[src/rtl/acr_pkg.sv]
package acr_pkg;
  localparam int unsigned DW     = 32;
  localparam int unsigned NSRC   = 2;
  // word indices (byte offset / 4)
  localparam int unsigned IX_CTL = 0;
  localparam int unsigned IX_GIE = 1;
  localparam int unsigned IX_IEN = 2;
  localparam int unsigned IX_PND = 3;
  localparam int unsigned IX_DSC = 4;
  // control word bit positions
  localparam int unsigned CB_GO   = 0;
  localparam int unsigned CB_DONE = 1;
  localparam int unsigned CB_IDLE = 2;
  localparam int unsigned CB_RDY  = 3;
  localparam int unsigned CB_AUTO = 7;

  typedef struct packed {
    logic go;
    logic done;
    logic idle;
    logic auto_rs;
  } ctl_view_t;

  function automatic logic [DW-1:0] lane_merge(input logic [DW-1:0] old_v,
                                               input logic [DW-1:0] new_v,
                                               input logic [DW/8-1:0] strb);
    logic [DW-1:0] r;
    r = old_v;
    for (int b = 0; b < DW/8; b++)
      if (strb[b]) r[8*b +: 8] = new_v[8*b +: 8];
    return r;
  endfunction

  function automatic logic [DW-1:0] ctl_pack(input ctl_view_t v);
    logic [DW-1:0] w;
    w = '0;
    w[CB_GO]   = v.go;
    w[CB_DONE] = v.done;
    w[CB_IDLE] = v.idle;
    w[CB_RDY]  = ~v.go;
    w[CB_AUTO] = v.auto_rs;
    return w;
  endfunction
endpackage

[src/rtl/acr_axil_slave.sv]
module acr_axil_slave #(
  parameter int unsigned ADDR_W = 8,
  localparam int unsigned IDX_W = ADDR_W - 2
) (
  input  logic              clk,
  input  logic              rst_n,
  input  logic [ADDR_W-1:0] awaddr,
  input  logic              awvalid,
  output logic              awready,
  input  logic [31:0]       wdata,
  input  logic [3:0]        wstrb,
  input  logic              wvalid,
  output logic              wready,
  output logic              bvalid,
  input  logic              bready,
  input  logic [ADDR_W-1:0] araddr,
  input  logic              arvalid,
  output logic              arready,
  output logic [31:0]       rdata,
  output logic              rvalid,
  input  logic              rready,
  output logic              wr_en,
  output logic [IDX_W-1:0]  wr_idx,
  output logic [31:0]       wr_data,
  output logic [3:0]        wr_strb,
  output logic              rd_en,
  output logic [IDX_W-1:0]  rd_idx,
  input  logic [31:0]       rd_word
);
  logic bvalid_q, rvalid_q;
  logic [31:0] rdata_q;

  assign awready = wvalid & ~bvalid_q;
  assign wready  = awvalid & ~bvalid_q;
  assign wr_en   = awvalid & wvalid & ~bvalid_q;
  assign wr_idx  = awaddr[ADDR_W-1:2];
  assign wr_data = wdata;
  assign wr_strb = wstrb;

  assign arready = ~rvalid_q;
  assign rd_en   = arvalid & ~rvalid_q;
  assign rd_idx  = araddr[ADDR_W-1:2];

  always_ff @(posedge clk or negedge rst_n) begin
    if (!rst_n) begin
      bvalid_q <= 1'b0;
      rvalid_q <= 1'b0;
      rdata_q  <= '0;
    end else begin
      if (wr_en) bvalid_q <= 1'b1;
      else if (bready) bvalid_q <= 1'b0;
      if (rd_en) begin
        rvalid_q <= 1'b1;
        rdata_q  <= rd_word;
      end else if (rready) begin
        rvalid_q <= 1'b0;
      end
    end
  end

  assign bvalid = bvalid_q;
  assign rvalid = rvalid_q;
  assign rdata  = rdata_q;
endmodule

[src/rtl/acr_launch_ctl.sv]
module acr_launch_ctl
  import acr_pkg::*;
(
  input  logic        clk,
  input  logic        rst_n,
  input  logic        ctl_wr,
  input  logic [31:0] wdata,
  input  logic        strb0,
  input  logic        ctl_rd,
  input  logic        ev_done,
  input  logic        ev_ready,
  output logic        launch,
  output logic        go_flag,
  output logic        start_pulse,
  output logic [31:0] ctl_word
);
  logic go_q, auto_q, busy_q, done_q, pulse_q;
  logic sw_go, relaunch;
  ctl_view_t view;

  assign sw_go    = ctl_wr & strb0 & wdata[CB_GO];
  assign relaunch = ev_ready & go_q & auto_q;
  assign launch   = sw_go | relaunch;

  always_ff @(posedge clk or negedge rst_n) begin
    if (!rst_n) begin
      go_q    <= 1'b0;
      auto_q  <= 1'b0;
      busy_q  <= 1'b0;
      done_q  <= 1'b0;
      pulse_q <= 1'b0;
    end else begin
      pulse_q <= launch;
      if (sw_go) go_q <= 1'b1;
      else if (ev_ready && !auto_q) go_q <= 1'b0;
      if (ctl_wr && strb0) auto_q <= wdata[CB_AUTO];
      if (launch) busy_q <= 1'b1;
      else if (ev_done) busy_q <= 1'b0;
      if (ev_done) done_q <= 1'b1;
      else if (ctl_rd) done_q <= 1'b0;
    end
  end

  always_comb begin
    view.go      = go_q;
    view.done    = done_q;
    view.idle    = ~busy_q;
    view.auto_rs = auto_q;
    ctl_word     = ctl_pack(view);
  end

  assign go_flag     = go_q;
  assign start_pulse = pulse_q;
endmodule

[src/rtl/acr_irq_ctl.sv]
module acr_irq_ctl #(
  parameter int unsigned NSRC = 2
) (
  input  logic            clk,
  input  logic            rst_n,
  input  logic            gie_wr,
  input  logic            ien_wr,
  input  logic            pnd_wr,
  input  logic [31:0]     wdata,
  input  logic            strb0,
  input  logic [NSRC-1:0] ev,
  output logic [NSRC-1:0] pnd_set,
  output logic [NSRC-1:0] pnd_clr,
  output logic            gie_bit,
  output logic [NSRC-1:0] ien_bits,
  output logic [NSRC-1:0] pnd_bits,
  output logic            irq
);
  logic            gie_q;
  logic [NSRC-1:0] ien_q, pnd_q;

  assign pnd_set = ev & ien_q;
  assign pnd_clr = (pnd_wr && strb0) ? wdata[NSRC-1:0] : '0;

  always_ff @(posedge clk or negedge rst_n) begin
    if (!rst_n) begin
      gie_q <= 1'b0;
      ien_q <= '0;
      pnd_q <= '0;
    end else begin
      if (gie_wr && strb0) gie_q <= wdata[0];
      if (ien_wr && strb0) ien_q <= wdata[NSRC-1:0];
      pnd_q <= (pnd_q & ~pnd_clr) | pnd_set;
    end
  end

  assign gie_bit  = gie_q;
  assign ien_bits = ien_q;
  assign pnd_bits = pnd_q;
  assign irq      = gie_q & (|pnd_q);
endmodule

[src/rtl/acr_regfile.sv]
module acr_regfile
  import acr_pkg::*;
#(
  parameter int unsigned ADDR_W = 8,
  parameter int unsigned PTR_W  = 64
) (
  input  logic              clk,
  input  logic              rst_n,
  input  logic [ADDR_W-1:0] s_awaddr,
  input  logic              s_awvalid,
  output logic              s_awready,
  input  logic [31:0]       s_wdata,
  input  logic [3:0]        s_wstrb,
  input  logic              s_wvalid,
  output logic              s_wready,
  output logic [1:0]        s_bresp,
  output logic              s_bvalid,
  input  logic              s_bready,
  input  logic [ADDR_W-1:0] s_araddr,
  input  logic              s_arvalid,
  output logic              s_arready,
  output logic [31:0]       s_rdata,
  output logic [1:0]        s_rresp,
  output logic              s_rvalid,
  input  logic              s_rready,
  output logic              core_start_o,
  input  logic              core_done_i,
  input  logic              core_ready_i,
  output logic [PTR_W-1:0]  desc_ptr_o,
  output logic              irq_o
);
  localparam int unsigned IDX_W  = ADDR_W - 2;
  localparam int unsigned NWORDS = PTR_W / 32;

  logic             wr_en, rd_en;
  logic [IDX_W-1:0] wr_idx, rd_idx;
  logic [31:0]      wr_data, rd_word, ctl_word;
  logic [3:0]       wr_strb;
  logic             launch, go_flag, gie_bit;
  logic [NSRC-1:0]  pnd_set, pnd_clr, ien_bits, pnd_bits, ev_vec;
  logic             ctl_wr, gie_wr, ien_wr, pnd_wr, ctl_rd;
  logic [31:0]      dsc_q [NWORDS];

  acr_axil_slave #(.ADDR_W(ADDR_W)) u_bus (
    .clk(clk), .rst_n(rst_n),
    .awaddr(s_awaddr), .awvalid(s_awvalid), .awready(s_awready),
    .wdata(s_wdata), .wstrb(s_wstrb), .wvalid(s_wvalid), .wready(s_wready),
    .bvalid(s_bvalid), .bready(s_bready),
    .araddr(s_araddr), .arvalid(s_arvalid), .arready(s_arready),
    .rdata(s_rdata), .rvalid(s_rvalid), .rready(s_rready),
    .wr_en(wr_en), .wr_idx(wr_idx), .wr_data(wr_data), .wr_strb(wr_strb),
    .rd_en(rd_en), .rd_idx(rd_idx), .rd_word(rd_word)
  );

  assign s_bresp = 2'b00;
  assign s_rresp = 2'b00;

  assign ctl_wr = wr_en && (wr_idx == IDX_W'(IX_CTL));
  assign gie_wr = wr_en && (wr_idx == IDX_W'(IX_GIE));
  assign ien_wr = wr_en && (wr_idx == IDX_W'(IX_IEN));
  assign pnd_wr = wr_en && (wr_idx == IDX_W'(IX_PND));
  assign ctl_rd = rd_en && (rd_idx == IDX_W'(IX_CTL));
  assign ev_vec = {core_ready_i, core_done_i};

  acr_launch_ctl u_launch (
    .clk(clk), .rst_n(rst_n),
    .ctl_wr(ctl_wr), .wdata(wr_data), .strb0(wr_strb[0]), .ctl_rd(ctl_rd),
    .ev_done(core_done_i), .ev_ready(core_ready_i),
    .launch(launch), .go_flag(go_flag), .start_pulse(core_start_o),
    .ctl_word(ctl_word)
  );

  acr_irq_ctl #(.NSRC(NSRC)) u_irq (
    .clk(clk), .rst_n(rst_n),
    .gie_wr(gie_wr), .ien_wr(ien_wr), .pnd_wr(pnd_wr),
    .wdata(wr_data), .strb0(wr_strb[0]), .ev(ev_vec),
    .pnd_set(pnd_set), .pnd_clr(pnd_clr),
    .gie_bit(gie_bit), .ien_bits(ien_bits), .pnd_bits(pnd_bits), .irq(irq_o)
  );

  for (genvar g = 0; g < NWORDS; g++) begin : g_dsc
    always_ff @(posedge clk or negedge rst_n) begin
      if (!rst_n) dsc_q[g] <= '0;
      else if (wr_en && (wr_idx == IDX_W'(IX_DSC + g)))
        dsc_q[g] <= lane_merge(dsc_q[g], wr_data, wr_strb);
    end
    assign desc_ptr_o[32*g +: 32] = dsc_q[g];
  end

  always_comb begin
    rd_word = '0;
    if (rd_idx == IDX_W'(IX_CTL)) rd_word = ctl_word;
    else if (rd_idx == IDX_W'(IX_GIE)) rd_word[0] = gie_bit;
    else if (rd_idx == IDX_W'(IX_IEN)) rd_word[NSRC-1:0] = ien_bits;
    else if (rd_idx == IDX_W'(IX_PND)) rd_word[NSRC-1:0] = pnd_bits;
    else begin
      for (int k = 0; k < NWORDS; k++)
        if (rd_idx == IDX_W'(IX_DSC + k)) rd_word = dsc_q[k];
    end
  end
endmodule

[config.mk]
export PLATFORM = sky130hd
export DESIGN_NAME = acr_regfile
export DESIGN_NICKNAME = d
export VERILOG_FILES = /design/src/rtl/acr_pkg.sv /design/src/rtl/acr_axil_slave.sv /design/src/rtl/acr_launch_ctl.sv /design/src/rtl/acr_irq_ctl.sv /design/src/rtl/acr_regfile.sv
export SDC_FILE = /design/constraint.sdc
export NUM_CORES = 1
export LEC_CHECK = 0
export ABC_AREA = 1
export BUFFER_PORTS_ARGS = -buffer_cell sky130_fd_sc_hd__clkbuf_2
export CORE_MARGIN = 4
export CORE_UTILIZATION = 53
export DETAILED_ROUTE_END_ITERATION = 7
export PLACE_DENSITY = 0.81
export SLEW_MARGIN = 20
export SYNTH_ARGS = -nofsm -noshare
export SYNTH_HDL_FRONTEND = slang
export SYNTH_HIERARCHICAL = 1
export SYNTH_SLANG_ARGS = --single-unit
[constraint.sdc]
create_clock -name clk -period 2.1 [get_ports clk]
set_clock_uncertainty 0.05 [all_clocks]
set_input_delay 0.42 -clock clk [delete_from_list [all_inputs] [get_ports clk]]
set_output_delay 0.42 -clock clk [all_outputs]
set_load 0.03 [all_outputs]
======== Word-level counts from Yosys, hierarchy flattened ========
Cells that the tools add are included.
operators by class
  mux-type cells .......................... 20
  bitwise logic cells ..................... 19
  reduce and logical (&&, ||, !) cells .... 29
  equal/unequal tests ..................... 10
operator list
  cell                                                 count
  two-way mux 32 bit                                   3
  two-way mux 30 bit                                   2
  two-way mux 31 bit                                   1
  equality test 6 x 2 -> 1 bit, second input constant  4
  equality test 6 x 3 -> 1 bit, second input constant  4
  AND reduction 2 bit                                  8
  equality test 6 x 1 -> 1 bit, second input constant  2
  logical AND 1 bit                                    12
  logical NOT 6 bit                                    2
  two-way mux 1 bit                                    11
  AND 1 bit                                            10
  nonzero test 2 bit                                   5
  two-way mux 2 bit                                    3
  AND 2 bit                                            2
  inverter 1 bit                                       4
  inverter 2 bit                                       1
  bitwise OR 2 bit                                     1
  OR reduction 2 bit                                   1
  logical NOT 1 bit                                    1
  bitwise OR 1 bit                                     1
word-level totals
  register bits after elaboration ......... 108
  word-level logic and storage cells ...... 97
  output and inout bits ................... 107
  input bits .............................. 61

======== Logic depth before layout (Yosys ltp) ========
Gate-level depths: netlist of run 1.
  word-level depth ........................ 8
  mapped depth ............................ 11
  depth with buffers taken out ............ 10

======== By module ========
Netlist of run 1, hierarchy kept.
modules (own cells, without submodules)
  module          cells an instance  sequential area each (um^2)  area an instance (um^2)  instances
  acr_regfile     415                1601.5                       3384.5                   1
  acr_axil_slave  201                850.8                        1789.2                   1
  acr_launch_ctl  54                 125.1                        432.9                    1
  acr_irq_ctl     28                 125.1                        221.5                    1

======== Worst setup path after synthesis of run 1 ========
Ideal clock, no wire load.
  path kind ............................... register to register
  from .................................... reg u_bus.bvalid_q, in the netlist u_bus/bvalid
  to ...................................... reg dsc_q, in the netlist desc_ptr_o[10]
  buffers on the path ..................... 1
  data required time ...................... 1924 ps
  arrival time ............................ 1457 ps
  library setup time ...................... 126 ps
  clock period less this slack ............ 1634 ps
  cell stages (with the launch flop) ...... 10
  setup slack ............................. 466 ps
  cells stage by stage .................... dfrtp_1 > nor2_1 > inv_1 > nor2_2 > nand2_2 > nor2_4 > nand2_4 > nor2_4 > buf_6 > o21ai_0
on the way
  longest elaborated chain between the ends .. 4
ends and longest elaborated chain
  what                                  line                  source
  start, declared                       acr_axil_slave.sv:30  logic bvalid_q, rvalid_q;
  start signal, assigned                acr_axil_slave.sv:46  bvalid_q <= 1'b0;
  start signal, assigned                acr_axil_slave.sv:50  if (wr_en) bvalid_q <= 1'b1;
  start signal, assigned                acr_axil_slave.sv:51  else if (bready) bvalid_q <= 1'b0;
  inverter 1 bit                        acr_axil_slave.sv:35  assign wr_en = awvalid & wvalid & ~bvalid_q;
  AND 1 bit                             acr_axil_slave.sv:35
  via wr_en                             acr_regfile.sv:35     logic wr_en, rd_en;
  logical AND 1 bit                     acr_regfile.sv:84     else if (wr_en && (wr_idx == IDX_W'(IX_DSC + g)))
  AND reduction 2 bit (no source line)  --
  end signal, assigned by index         acr_regfile.sv:85     dsc_q[g] <= lane_merge(dsc_q[g], wr_data, wr_strb);
  end, declared                         acr_regfile.sv:42     logic [31:0] dsc_q [NWORDS];
The timed path passes the listed nets, and every way through them passes these cells.
A chain may end at the register's enable or synchronous reset.

======== Worst setup path after layout of run 1 ========
  from .................................... reg u_bus.rvalid_q, in the netlist u_bus/rvalid
  to ...................................... out s_arready
on the way
  longest elaborated chain between the ends .. 1
ends and longest elaborated chain
  what                    line                  source
  start, declared         acr_axil_slave.sv:30
  start signal, assigned  acr_axil_slave.sv:47  rvalid_q <= 1'b0;
  start signal, assigned  acr_axil_slave.sv:53  rvalid_q <= 1'b1;
  start signal, assigned  acr_axil_slave.sv:56  rvalid_q <= 1'b0;
  inverter 1 bit          acr_axil_slave.sv:40  assign arready = ~rvalid_q;
  end, declared           acr_regfile.sv:21     output logic s_arready,
No other way between the ends.

==> results of run 1 <==
==> what timing repair did <==
action | 4_1_cts | 5_1_grt
gates resized for setup | 0 | 0
hold endpoints to repair | 13 | 0
hold buffers | 1 | 0
==> final timing paths <==
kind | startpoint | end | slack [ns] | depth (start not counted)
hold reg to reg | u_bus/rdata[8] | u_bus/rdata[8] | 0.43 | 2
setup reg to reg | u_bus/bvalid | desc_ptr_o[51] | 0.36 | 9
setup / recovery | u_bus/rvalid | s_arready | 0.30 | 2
min in group asynchronous | rst_n | desc_ptr_o[30] | 0.54 | 2
hold / removal | s_rready | u_bus/rvalid | 0.21 | 2
max in group asynchronous | rst_n | desc_ptr_o[12] | 0.89 | 3
==> state kept, by name (all words and copies together) (netlist names) <==
| register | count |
|---|---|
| u_bus/rdata | 32 |
| u_launch/go_flag | 1 |
| u_bus/bvalid | 1 |
| u_launch/auto_q | 1 |
| u_irq/gie_bit | 1 |
| u_bus/rvalid | 1 |
| u_irq/ien_bits | 2 |
| u_launch/done_q | 1 |
| u_launch/start_pulse | 1 |
| u_launch/busy_q | 1 |
| u_irq/pnd_bits | 2 |
| desc_ptr_o | 64 |
==> final cells by class <==
cell class              instances  share of cell area [%]
clock inverters                 4                   0.435
flip-flops and latches        108                    42.7
clock buffers                  11                    2.08
well taps                     136                    2.69
repair buffers                172                    14.6
multi-input cells             417                    32.2
inverters                      89                    5.32
==> worst max-delay path, stage by stage, from the launching register on <==
cell and delay [ns]:
dfrtp_1 0.42, inv_4 0.28, clkbuf_2 0.27
==> power groups by stage <==
stage          Sequential (mW)  Clock [mW]  Combinational, mW
3_5_place_dp              2.34           0              0.825
3_3_place_gp              2.33           0              0.812
2_1_floorplan             2.56           0              0.404
4_1_cts                   2.30        1.14              0.828
6_report                  2.29        1.10              0.818
5_1_grt                   2.31        1.23              0.894
==> stage by stage <==
stage | worst slack [ns] | hold WS (ns) | util [%] | instances
3_5_place_dp | 0.232 | 0.391 | 58.6 | 921
2_1_floorplan | 0.466 | 0.0744 | - | 723
5_1_grt | 0.169 | 0.181 | 60.2 | 937
3_3_place_gp | 0.218 | 0.388 | 58.6 | 921
6_report | 0.304 | 0.212 | 60.2 | 937
4_1_cts | 0.277 | 0.185 | 60.2 | 937
==> metal layers <==
metal  track usage, %  vias up
met3             4.17       18
met1             28.6     2146
li1                 -     2304
met2             35.8      193
met4             6.01        0
met5                0        -
==> key figures, run 1 <==
Run status
  • Outcome: completed

Power
  • Peak VDD IR: 0.000422 V
  • P_int: 2.85 mW
  • Power density over the cells: 667 mW/mm2
  • Clock power share: 26.2%
  • Overall power: 4.22 mW
  • Comb pwr share: 19.4%
  • Sequential share of power: 54.4%
  • Sw frac: 32.3%
  • Sw Pwr: 1.36 mW
  • P_leak: 3.50 nW

Placement
  • GP Congestion: 0.862
  • Hpwl dp: 9.66 mm
  • Placed Area: 0.00616 mm2
  • # port buffers: 159

Route
  • DR iter-0 viols: 307
  • Highest routed layer: met4
  • Antenna-violating nets left: 0
  • Avg WL per Cell: 14.5 um
  • Met2 wire len: 6.48 mm
  • DR vias/cell: 4.97
  • DR pass1 iterations: 5
  • Vias post-DR: 4661
  • Final wirelength: 13.6 mm
  • Residual DRC: 0
  • M1 WL: 5.88 mm
  • Met3 wire length: 971 um

Clock network
  • Clock buffer count from CTS: 9
  • Setup bufs post-CTS: 0
  • Clock transition at path regs: 0.09 ns
  • Clk sinks: 108
  • Root Buffer: clkbuf_8
  • CTS max path bufs: 2
  • Clock H-tree levels: 3
  • CTS tree: built
  • Clk Latency, worst-skew pair: 0.35 ns

Flow run
  • Max_cap viols: 0

Global route
  • Vias in the first global route: 4494
  • Initial antenna violation count: 0
  • Largest net degree at the start of global routing: 40
  • Grt ovf: 0
  • Total track usage: 21.5%
  • First-pass GRT wire length: 22.3 mm

Finish
  • Register Area: 0.00270 mm2
  • Diode count: 0
  • Commonest non-fill, non-tap cell in the layout: nand2_1
  • Footprint of the multi-input gates: 0.00203 mm2
  • Final instance area: 0.00633 mm2
  • Fill cells: 963
  • Layout area overhead: 8.82%
  • Final net count: 858
  • Commonest cells after routing, fill and taps aside: 192 x nand2_1, 158 x clkbuf_2, 108 x dfrtp_1
  • Ratio of cells with drive above 1 in the final layout: 26.7%

Setup path
  • CP required: 1.63 ns
  • CP Capture Type: primary output
  • Setup Crit Path Kind: flop to primary output
  • CP arrival: 1.33 ns
  • Startpoint Class: flop
  • Crit-path max FO: 25

Synth
  • Cell Area, Synth: 0.00581 mm2
  • Yosys warns: 6
  • Cells after Synth: 694
  • Syn Area/Cell: 8.38 um2

Die
  • Core Rows: 37
  • Die ar.: 0.0127 mm2
  • Num ports: 168
  • Initial core utilization: 55.3%
  • Die width: 113 um
  • DIE HEIGHT: 113 um
  • Core box area: 0.0105 mm2

Min path
  • Worst hold path class: input port to flop

Timing
  • Part of the cycle the worst path needs: 85.5%
  • Final hold vios: 0
  • Final TNS setup: 0 ns
  • Fmax: 0.557 GHz
  • Time the worst path needs with I/O delays and setup: 1.80 ns
  • Slew HR: 63.3%
  • Final setup viols: 0
  • Unrepaired setup endpoints after global routing: false
  • Max-slew violations: 0
  • Worst-Margin Slew: 0.550 ns
(Power assumes the default switching activity.)
==> inputs of run 2 (changes only) <==
--- a/config.mk
+++ b/config.mk
@@ -11,6 +11,7 @@
 export CORE_UTILIZATION = 53
 export DETAILED_ROUTE_END_ITERATION = 7
 export PLACE_DENSITY = 0.81
+export RECOVER_POWER = 100
 export SLEW_MARGIN = 20
 export SYNTH_ARGS = -nofsm -noshare
 export SYNTH_HDL_FRONTEND = slang
==> run 2 against run 1 <==
  * Design area decreased by 2.8%
  * Highest routed layer unchanged
  * First-iteration DRC count decreased by 7.2%
  * Global-route usage is the same
  * Utilization fell by 1.7 points
  * Routed wire length rose by 0.82%
  * Flip-flop and latch count unchanged
  * Critical path type unchanged
  * Final cell count did not move
  * Register-to-register slack hardly changed
==> key figures, run 2 (synthesis gave the netlist of run 1 again) <==
Placement
  • GP Congestion: 0.862 (unchanged)
  • Placed Area: 0.00616 mm2 (unchanged)
  • Hpwl dp: 9.66 mm (unchanged)
  • # port buffers: 159 (unchanged)
  • Placed cells: 921 (unchanged)

Power
  • Sw frac: 32.7% (was 32.3%)
  • Sw Pwr: 1.37 mW (was 1.36 mW)
  • Sequential share of power: 54.9% (was 54.4%)
  • Overall power: 4.18 mW (was 4.22 mW)
  • Comb pwr share: 18.6% (was 19.4%)
  • P_int: 2.81 mW (was 2.85 mW)
  • Power density over the cells: 680 mW/mm2 (was 667 mW/mm2)
  • Peak VDD IR: 0.000421 V (was 0.000422 V)
  • P_leak: 3.19 nW (was 3.50 nW)
  • Clock power share: 26.6% (was 26.2%)

Clock network
  • Root Buffer: clkbuf_8 (unchanged)
  • Hold Buf Count CTS: 1 (unchanged)
  • Clock buffer count from CTS: 9 (unchanged)
  • Setup bufs post-CTS: 0 (unchanged)
  • Clk sinks: 108 (unchanged)
  • Clk Latency, worst-skew pair: 0.35 ns (about the same)
  • Clock H-tree levels: 3 (unchanged)
  • CTS max path bufs: 2 (unchanged)
  • CTS tree: built (unchanged)
  • # resized after CTS: 0 (unchanged)
  • Clock transition at path regs: 0.10 ns (was 0.09 ns)

Timing
  • Time the worst path needs with I/O delays and setup: 1.86 ns (was 1.80 ns)
  • Worst-Margin Slew: 1.08 ns (was 0.550 ns)
  • Part of the cycle the worst path needs: 88.8% (was 85.5%)
  • Slew HR: 28.0% (was 63.3%)
  • Fmax: 0.537 GHz (was 0.557 GHz)
  • Final setup viols: 0 (unchanged)
  • Max-slew violations: 0 (unchanged)
  • Final TNS setup: 0 ns (unchanged)
  • Final hold vios: 0 (unchanged)
  • Unrepaired setup endpoints after global routing: false (unchanged)

Setup path
  • Critical R2R Capture: desc_ptr_o[51] (unchanged)
  • Buf/Inv on CP: 2 (unchanged)
  • CP arrival: 1.39 ns (was 1.33 ns)
  • Crit-path cells: inv_4, clkbuf_1 (was inv_4, clkbuf_2)
  • CP Capture Type: primary output (unchanged)
  • Startpoint Class: flop (unchanged)
  • CP delay by family, top: buffers and inverters (unchanged)
  • R2R depth: 9 (unchanged)
  • Max incr delay on CP: 0.42 ns (about the same)
  • Reg2Reg Setup Slack: 0.35 ns (was 0.36 ns)
  • Levels on crit path: 2 (unchanged)
  • CP required: 1.63 ns (about the same)
  • Crit-path max FO: 25 (unchanged)
  • Setup Crit Path Kind: flop to primary output (unchanged)
  • RR Startpoint: u_bus/bvalid (unchanged)
  • Critical-path top delay cell: dfrtp_1 (unchanged)

Route
  • Final wirelength: 13.7 mm (was 13.6 mm)
  • DR pass1 iterations: 5 (unchanged)
  • Vias post-DR: 4614 (was 4661)
  • Antenna-violating nets left: 0 (unchanged)
  • Residual DRC: 0 (unchanged)
  • DR iter-0 viols: 285 (was 307)
  • Avg WL per Cell: 14.6 um (was 14.5 um)
  • DR vias/cell: 4.92 (was 4.97)

Global route
  • Vias in the first global route: 4494 (unchanged)
  • Largest net degree at the start of global routing: 40 (unchanged)
  • Initial antenna violation count: 0 (unchanged)
  • Total track usage: 21.5% (unchanged)
  • Grt ovf: 0 (unchanged)
  • First-pass GRT wire length: 22.3 mm (unchanged)

Die
  • Initial core utilization: 55.3% (unchanged)
  • Core Rows: 37 (unchanged)
  • DIE HEIGHT: 113 um (unchanged)
  • Die width: 113 um (unchanged)
  • Num ports: 168 (unchanged)
  • Die ar.: 0.0127 mm2 (unchanged)
  • Core box area: 0.0105 mm2 (unchanged)

Finish
  • Commonest non-fill, non-tap cell in the layout: nand2_1 (unchanged)
  • Layout area overhead: 5.73% (was 8.82%)
  • Fin util: 58.5% (was 60.2%)
  • Final net count: 858 (unchanged)
  • Commonest cells after routing, fill and taps aside: 192 x nand2_1, 108 x dfrtp_1, 107 x clkbuf_1 (was 192 x nand2_1, 158 x clkbuf_2, 108 x dfrtp_1)
  • Max reg flops: 64 (unchanged)
  • Ratio of cells with drive above 1 in the final layout: 12.6% (was 26.7%)
  • Final instance area: 0.00615 mm2 (was 0.00633 mm2)
  • Diode count: 0 (unchanged)
  • Post-route insts no fill: 937 (unchanged)

Flow run
  • Max_cap viols: 0 (unchanged)

Min path
  • Hold Path Cell Cnt: 2 (unchanged)
  • HP Start: s_rready (unchanged)
  • Hold path endpoint: u_bus/rvalid (unchanged)
  • Worst hold path class: input port to flop (unchanged)

Run status
  • Outcome: completed (unchanged)
==> run 2: changes by cell type in the layout (fill, tap and decap cells not counted), sizes merged <==
cell,before,now
buf,13,8
clkbuf,169,174
==> run 2: worst max-delay path by stage <==
stage / from / endpoint / slack, ns
after floorplan: u_bus/bvalid / desc_ptr_o[10] / 0.47
after detailed placement: s_araddr[4] / u_bus/rdata[0] / 0.23
final: u_bus/rvalid / s_arready / 0.24
after global placement: s_araddr[4] / u_bus/rdata[0] / 0.22
after global routing: s_araddr[3] / u_bus/rdata[30] / 0.10
after CTS: u_bus/rvalid / s_arready / 0.28
==> run 2: per-stage QoR <==
stage / hold slack, ns / setup slack (ns)
after floorplan: 0.0744 / 0.466
after global placement: 0.388 / 0.218
after detailed placement: 0.391 / 0.232
after CTS: 0.185 / 0.277
after global routing: 0.181 / 0.100
final: 0.208 / 0.236
==> run 2: final cells by class <==
class	count	area, um2
timing repair buffer	172	779
multi-input combinational	417	2000
clock inverter	4	27.5
fill	1043	4360
sequential	108	2700
inverter	89	337
clock buffer	11	131
tap	136	170
==> run 2: power by group through the flow <==
stage	combinational (mW)	sequential [mW]	clock, mW
6_report	0.776	2.29	1.11
2_1_floorplan	0.404	2.56	0
3_5_place_dp	0.825	2.34	0
5_1_grt	0.849	2.31	1.23
3_3_place_gp	0.812	2.33	0
4_1_cts	0.828	2.30	1.14
==> run 2: layer usage <==
metal  wire, um  vias up  GRT usage, %  part of all wire (%)
met5          0        -             0                     0
met4        223        0          6.01                   1.6
met3        861       19          4.17                   6.3
met2       6530      168          35.8                    48
met1       6060     2126          28.6                    44
li1           -     2301             -                     -
